$ cat src/rtl/pio_pkg.sv
package pio_pkg;

    localparam logic [2:0] MODE_DIRECT = 3'd0;
    localparam logic [2:0] MODE_REG    = 3'd1;
    localparam logic [2:0] MODE_LATCH  = 3'd2;
    localparam logic [2:0] MODE_OUT    = 3'd3;
    localparam logic [2:0] MODE_BIDIR  = 3'd4;

    localparam logic [1:0] EN_ALWAYS = 2'd0;
    localparam logic [1:0] EN_PTERM  = 2'd1;
    localparam logic [1:0] EN_GLOB0  = 2'd2;
    localparam logic [1:0] EN_GLOB1  = 2'd3;

    typedef struct packed {
        logic [2:0] mode;
        logic [1:0] en_sel;
        logic       clk_sel;
    } pio_cfg_t;

    typedef struct packed {
        logic cap;
    } pio_cell_st_t;

endpackage

$ cat src/rtl/pio_cfg_store.sv
module pio_cfg_store
    import pio_pkg::*;
#(
    parameter int NCELL = 16,
    localparam int IDX_W = $clog2(NCELL)
) (
    input  logic             clk,
    input  logic             rst,
    input  logic             we,
    input  logic [IDX_W-1:0] idx,
    input  pio_cfg_t         wdata,
    output pio_cfg_t         cfg_o [NCELL]
);

    pio_cfg_t cfg_d [NCELL];
    pio_cfg_t cfg_q [NCELL];

    always_comb begin
        for (int i = 0; i < NCELL; i++) begin
            cfg_d[i] = cfg_q[i];
            if (we && (int'(idx) == i)) begin
                cfg_d[i] = wdata;
            end
            if (rst) begin
                cfg_d[i] = '0;
            end
        end
    end

    always_ff @(posedge clk) begin
        cfg_q <= cfg_d;
    end

    assign cfg_o = cfg_q;

    for (genvar g = 0; g < NCELL; g++) begin : g_chk
        assert_cfg_write_R1: assert property (@(posedge clk) disable iff (rst)
            (we && (int'(idx) == g)) |=> (cfg_q[g] == $past(wdata)));
    end

endmodule

$ cat src/rtl/pio_clk_sample.sv
module pio_clk_sample #(
    parameter int NCLK = 2
) (
    input  logic            clk,
    input  logic            rst,
    input  logic [NCLK-1:0] io_clk,
    output logic [NCLK-1:0] lvl,
    output logic [NCLK-1:0] rise
);

    logic [NCLK-1:0] prev_d;
    logic [NCLK-1:0] prev_q;

    always_comb begin
        prev_d = io_clk;
        if (rst) begin
            prev_d = '0;
        end
    end

    always_ff @(posedge clk) begin
        prev_q <= prev_d;
    end

    assign lvl  = io_clk;
    assign rise = io_clk & ~prev_q;

    for (genvar g = 0; g < NCLK; g++) begin : g_chk
        assert_single_rise_R3: assert property (@(posedge clk) disable iff (rst)
            rise[g] |=> !rise[g]);
    end

endmodule

$ cat src/rtl/pio_cell.sv
module pio_cell
    import pio_pkg::*;
#(
    parameter int NCLK = 2,
    parameter int NGOE = 2
) (
    input  logic            clk,
    input  logic            rst,
    input  pio_cfg_t        cfg,
    input  logic [NCLK-1:0] clk_lvl,
    input  logic [NCLK-1:0] clk_rise,
    input  logic            pt_oe,
    input  logic [NGOE-1:0] goe,
    input  logic            test_oe,
    input  logic            core_out,
    input  logic            pin_in,
    output logic            pin_out,
    output logic            pin_oe,
    output logic            core_in
);

    pio_cell_st_t st_d;
    pio_cell_st_t st_q;
    logic         sel_lvl;
    logic         sel_rise;
    logic         en_pick;
    logic         drives;

    always_comb begin
        sel_lvl  = clk_lvl[cfg.clk_sel];
        sel_rise = clk_rise[cfg.clk_sel];

        unique case (cfg.en_sel)
            EN_ALWAYS: en_pick = 1'b1;
            EN_PTERM:  en_pick = pt_oe;
            EN_GLOB0:  en_pick = goe[0];
            default:   en_pick = goe[1];
        endcase

        drives = (cfg.mode == MODE_OUT) || (cfg.mode == MODE_BIDIR);

        st_d = st_q;
        if ((cfg.mode == MODE_REG) && sel_rise) begin
            st_d.cap = pin_in;
        end else if ((cfg.mode == MODE_LATCH) && sel_lvl) begin
            st_d.cap = pin_in;
        end
        if (rst) begin
            st_d = '0;
        end

        case (cfg.mode)
            MODE_REG:   core_in = st_q.cap;
            MODE_LATCH: core_in = sel_lvl ? pin_in : st_q.cap;
            MODE_OUT:   core_in = 1'b0;
            default:    core_in = pin_in;
        endcase

        pin_out = core_out;
        pin_oe  = drives && en_pick && !test_oe;
    end

    always_ff @(posedge clk) begin
        st_q <= st_d;
    end

    assert_reg_hold_R3: assert property (@(posedge clk) disable iff (rst)
        ((cfg.mode == MODE_REG) && !sel_rise) |=> $stable(st_q.cap));
    assert_latch_hold_R4: assert property (@(posedge clk) disable iff (rst)
        ((cfg.mode == MODE_LATCH) && !sel_lvl) |=> $stable(st_q.cap));
    assert_input_hiz_R5: assert property (@(posedge clk) disable iff (rst)
        ((cfg.mode != MODE_OUT) && (cfg.mode != MODE_BIDIR)) |-> !pin_oe);
    assert_out_quiet_R6: assert property (@(posedge clk) disable iff (rst)
        (cfg.mode == MODE_OUT) |-> !core_in);
    assert_bidir_loop_R7: assert property (@(posedge clk) disable iff (rst)
        (cfg.mode == MODE_BIDIR) |-> (core_in == pin_in));

endmodule

$ cat src/rtl/pio_group.sv
module pio_group
    import pio_pkg::*;
#(
    parameter int NCELL = 16,
    localparam int IDX_W = $clog2(NCELL),
    localparam int CFG_W = $bits(pio_cfg_t)
) (
    input  logic             clk,
    input  logic             rst,
    input  logic             cfg_we,
    input  logic [IDX_W-1:0] cfg_idx,
    input  logic [CFG_W-1:0] cfg_wdata,
    input  logic [NCELL-1:0] core_out,
    input  logic             pt_oe,
    input  logic [1:0]       goe,
    input  logic             test_oe,
    input  logic [1:0]       io_clk,
    input  logic [NCELL-1:0] pin_in,
    output logic [NCELL-1:0] pin_out,
    output logic [NCELL-1:0] pin_oe,
    output logic [NCELL-1:0] core_in
);

    pio_cfg_t   cfg [NCELL];
    logic [1:0] clk_lvl;
    logic [1:0] clk_rise;

    pio_cfg_store #(.NCELL(NCELL)) u_cfg (
        .clk   (clk),
        .rst   (rst),
        .we    (cfg_we),
        .idx   (cfg_idx),
        .wdata (pio_cfg_t'(cfg_wdata)),
        .cfg_o (cfg)
    );

    pio_clk_sample #(.NCLK(2)) u_clk (
        .clk    (clk),
        .rst    (rst),
        .io_clk (io_clk),
        .lvl    (clk_lvl),
        .rise   (clk_rise)
    );

    for (genvar g = 0; g < NCELL; g++) begin : g_cell
        pio_cell #(.NCLK(2), .NGOE(2)) u_cell (
            .clk      (clk),
            .rst      (rst),
            .cfg      (cfg[g]),
            .clk_lvl  (clk_lvl),
            .clk_rise (clk_rise),
            .pt_oe    (pt_oe),
            .goe      (goe),
            .test_oe  (test_oe),
            .core_out (core_out[g]),
            .pin_in   (pin_in[g]),
            .pin_out  (pin_out[g]),
            .pin_oe   (pin_oe[g]),
            .core_in  (core_in[g])
        );
    end

    assert_test_float_R9: assert property (@(posedge clk) disable iff (rst)
        test_oe |-> (pin_oe == '0));

endmodule

$ cat config.mk
export PLATFORM = sky130hd
export DESIGN_NAME = pio_group
export DESIGN_NICKNAME = d
export VERILOG_FILES = /design/src/rtl/pio_pkg.sv /design/src/rtl/pio_cfg_store.sv /design/src/rtl/pio_clk_sample.sv /design/src/rtl/pio_cell.sv /design/src/rtl/pio_group.sv
export SDC_FILE = /design/constraint.sdc
export NUM_CORES = 1
export LEC_CHECK = 0
export ABC_AREA = 0
export BUFFER_PORTS_ARGS = -buffer_cell sky130_fd_sc_hd__clkbuf_2
export CAP_MARGIN = 20
export CORE_MARGIN = 2
export CORE_UTILIZATION = 55
export DETAILED_ROUTE_END_ITERATION = 16
export MAX_ROUTING_LAYER = met4
export PLACE_DENSITY_LB_ADDON = 0.15
export SETUP_SLACK_MARGIN = 0.02
export SKIP_CTS_REPAIR_TIMING = 1
export SYNTH_ARGS = -nofsm -noshare
export SYNTH_HDL_FRONTEND = slang
export SYNTH_SLANG_ARGS = --single-unit
$ cat constraint.sdc
create_clock -name clk -period 1.8 [get_ports clk]
set_clock_uncertainty 0.2 [all_clocks]
set_input_delay 0.09 -clock clk [delete_from_list [all_inputs] [get_ports clk]]
set_output_delay 0.09 -clock clk [all_outputs]
set_load 0.01 [all_outputs]
==> flow_metrics.py <==
metrics = {
    "critical_path": {
        "r2r-start": "u_cfg.cfg_o[60]$_SDFFE_PP0P_",
        "cp-end-kind": "output pin",
        "crit_type": "reg2out",
        "endpoint": "pin_oe[0]",
        "reg2reg_setup_slack_ps": 170,
        "path_max_fanout": 8,
        "cp.required_ps": 1510,
        "reg2regPathDepth": 5,
        "crit_start": "u_cfg.cfg_o[94]$_SDFFE_PP0P_",
        "arrival_ps": 1700,
        "start_kind": "flip-flop",
        "r2r_end": "g_cell[5].u_cell.st_q$_SDFFE_PP0P_",
    },
    "hold_path": {
        "holdCritPathClass": "in2reg",
        "hold_start": "cfg_wdata[0]",
    },
    "detailed_routing": {
        "drc": 0,
        "wl_um": 18600,
        "dr.first_iter.drc_count": 441,
        "drt_first_pass_iters": 5,
        "wire_per_inst_um": 17.7,
        "via_count": 6203,
        "ant_nets": 0,
        "vias_per_cell": 5.93,
    },
    "sta": {
        "period_share_pct": 111,
        "setup_viol": 19,
        "period_needed_ps": 1990,
        "rsz0062_at_grt": "true",
        "worst_slack_ps": -193,
        "worstMarginPinSlew_ps": 886,
        "hold_viol_final": 0,
        "slew_violations": 0,
        "setup_tns_ps": -1840,
        "fmax_mhz": 502,
        "maxSlewHeadroom_pct": 41.0,
    },
    "floorplan": {
        "ios": 99,
        "dieArea_um2": 12900,
        "fp.dieH_um": 114,
        "fp-row-count": 39,
        "dieWidth_um": 114,
        "start_util_pct": 57.0,
        "coreArea_um2": 11600,
    },
    "placement": {
        "dp_cells": 956,
        "portBuffers": 66,
        "dp_hpwl_um": 11100,
        "place_congestion": 0.843,
        "dpl-instance-area_um2": 6890,
    },
    "finish": {
        "fin_nets": 941,
        "stdcell_count": 1046,
        "nFillCells": 828,
        "fin_area_um2": 8570,
        "area_growth_pct": 29.9,
        "drive_gt1_share_pct": 30.0,
        "diodes": 0,
        "fin_util_pct": 74.1,
    },
    "clock_tree": {
        "clkTransAtPathRegs_ps": 50,
        "clockBufferDepth": 2,
        "cts_root_buf": "clkbuf_16",
        "clock-sinks": 114,
        "cts_tree": "yes",
        "clk_latency_ps": 410,
        "htree_levels": 4,
        "cts_buffers": 17,
    },
    "power_and_ir_drop": {
        "clkPwrFrac_pct": 52.7,
        "pwr_density_cell_nw_per_um2": 809,
        "swShare_pct": 23.4,
        "peakVddDrop_v": 0.000625,
        "power.leakage_nw": 3.29,
        "p_seq_share_pct": 36.8,
        "p_switching_mw": 1.62,
        "p_int_mw": 5.31,
        "combPwrFrac_pct": 10.4,
    },
    "synth": {
        "synth_area_per_cell_um2": 8.20,
        "ys_seq_area_share_pct": 34.6,
        "syn_nets": 855,
        "yosys_warnings": 0,
        "async_flop_share_pct": 0,
        "synth_area_leader_cell": "dfxtp_1",
        "ys_seq_elements": 114,
        "synth_cells": 804,
        "synth_top_area_share_pct": 34.6,
        "ys_top_cells_by_area": "dfxtp_1 (35%), mux2i_1 (18%), a21oi_1 (6.1%), buf_4 (5.8%), nor2_1 (5.6%)",
        "syn_area_um2": 6600,
        "synth_commonest_cells": "mux2i_1 (118), dfxtp_1 (114), nor2_1 (99)",
        "synth_cell_types": 24,
        "ys.flop_type": "dfxtp_1",
        "synth-edff-count": 0,
        "synth_most_common_cell": "mux2i_1",
    },
    "global_routing": {
        "grt_pass1_wl_um": 27400,
        "grt_pass1_vias": 5636,
        "overflow": 0,
        "grt_max_degree": 39,
        "antenna_found_initial": 0,
        "grtUsageTotal_pct": 27.8,
    },
    "outcome": {
        "violations": "negative setup slack",
        "status": "finished, violations left",
    },
    "job": {
        "cap_violations": 0,
    },
}
-- sequential cells by signal, indices dropped and copies added (netlist names) --
| signal | flops |
|---|---|
| u_cfg.cfg_o | 96 |
| g_cell.u_cell.st_q | 16 |
| u_clk.prev_q | 2 |
-- cell families (layout without fill, tap and decap cells) --
family,after synthesis,in the layout,share of synthesized area [%]
AO/OA/AOI/OAI,180,180,15.0
buffers and inverters,93,192,8.40
flip-flops,114,114,34.6
multiplexers,127,127,19.4
AND/OR/NAND/NOR,290,290,22.5
-- placed cells by master (no fill, tap or decap), types with 19 or more instances in the layout --
master / instances
mux2i_1: 102
nor2_1: 98
a21oi_1: 74
nand2_1: 64
dfxtp_1: 60
buf_4: 53
nand2b_1: 52
o21ai_0: 46
clkbuf_2: 41
dfxtp_4: 35
dlygate4sd3_1: 34
nor3b_1: 24
a31oi_1: 22
buf_2: 21
dfxtp_2: 19
-- layout make-up --
cell class                      count  area, µm²  share of cell area [%]
Clock buffer                       22        494                    5.77
Sequential cell                   114       2440                    28.4
Tap cell                          143        179                    2.09
Inverter                            2       10.0                   0.117
Clock inverter                     10        153                    1.78
Multi-Input combinational cell    597       4100                    47.8
Timing Repair Buffer              158       1200                    14.0
-- power by group through the flow --
stage / combinational (mW) / sequential (mW) / clock [mW]
2_1_floorplan: 0.390 / 2.64 / 0
3_3_place_gp: 0.544 / 2.64 / 0
3_5_place_dp: 0.562 / 2.65 / 0
4_1_cts: 0.566 / 2.59 / 3.68
5_1_grt: 0.769 / 2.56 / 3.81
6_report: 0.723 / 2.56 / 3.66
-- critical path, stage by stage (launching register included) --
cell and delay, ps:
dfxtp_1 450, nand2_1 80, nor2_1 90, a21oi_1 40
a2111oi_1 410, clkbuf_2 220
-- per-layer routing --
metal / GRT usage (%) / wire (µm) / vias to the layer above
met5: - / 0 / -
met4: 10.7 / 438 / 0
met3: 6.27 / 1180 / 39
met2: 44.4 / 9020 / 244
met1: 34.3 / 7920 / 2956
li1: - / - / 2964
-- worst min path at each step --
| stage | depth (start not counted) | slack (ps) | to |
|---|---|---|---|
| 6_report | 3 | 6 | u_cfg.cfg_o[54]$_SDFFE_PP0P_ |
| 2_1_floorplan | 2 | 30 | u_cfg.cfg_o[18]$_SDFFE_PP0P_ |
| 3_3_place_gp | 0 | -20 | pin_out[3] |
| 3_5_place_dp | 0 | -20 | pin_out[3] |
| 4_1_cts | 3 | -270 | g_cell[2].u_cell.st_q$_SDFFE_PP0P_ |
| 5_1_grt | 3 | 20 | u_cfg.cfg_o[33]$_SDFFE_PP0P_ |
-- through the flow --
stage	hold WS, ps	power [mW]	setup WS [ps]
final	6.33	6.94	-193
after global routing	23.1	7.13	-240
after CTS	-272	6.84	-314
after detailed placement	-19.9	3.21	30.0
after global placement	-19.9	3.19	97.5
after floorplan	33.9	3.03	320
(Power assumes the default switching activity.)
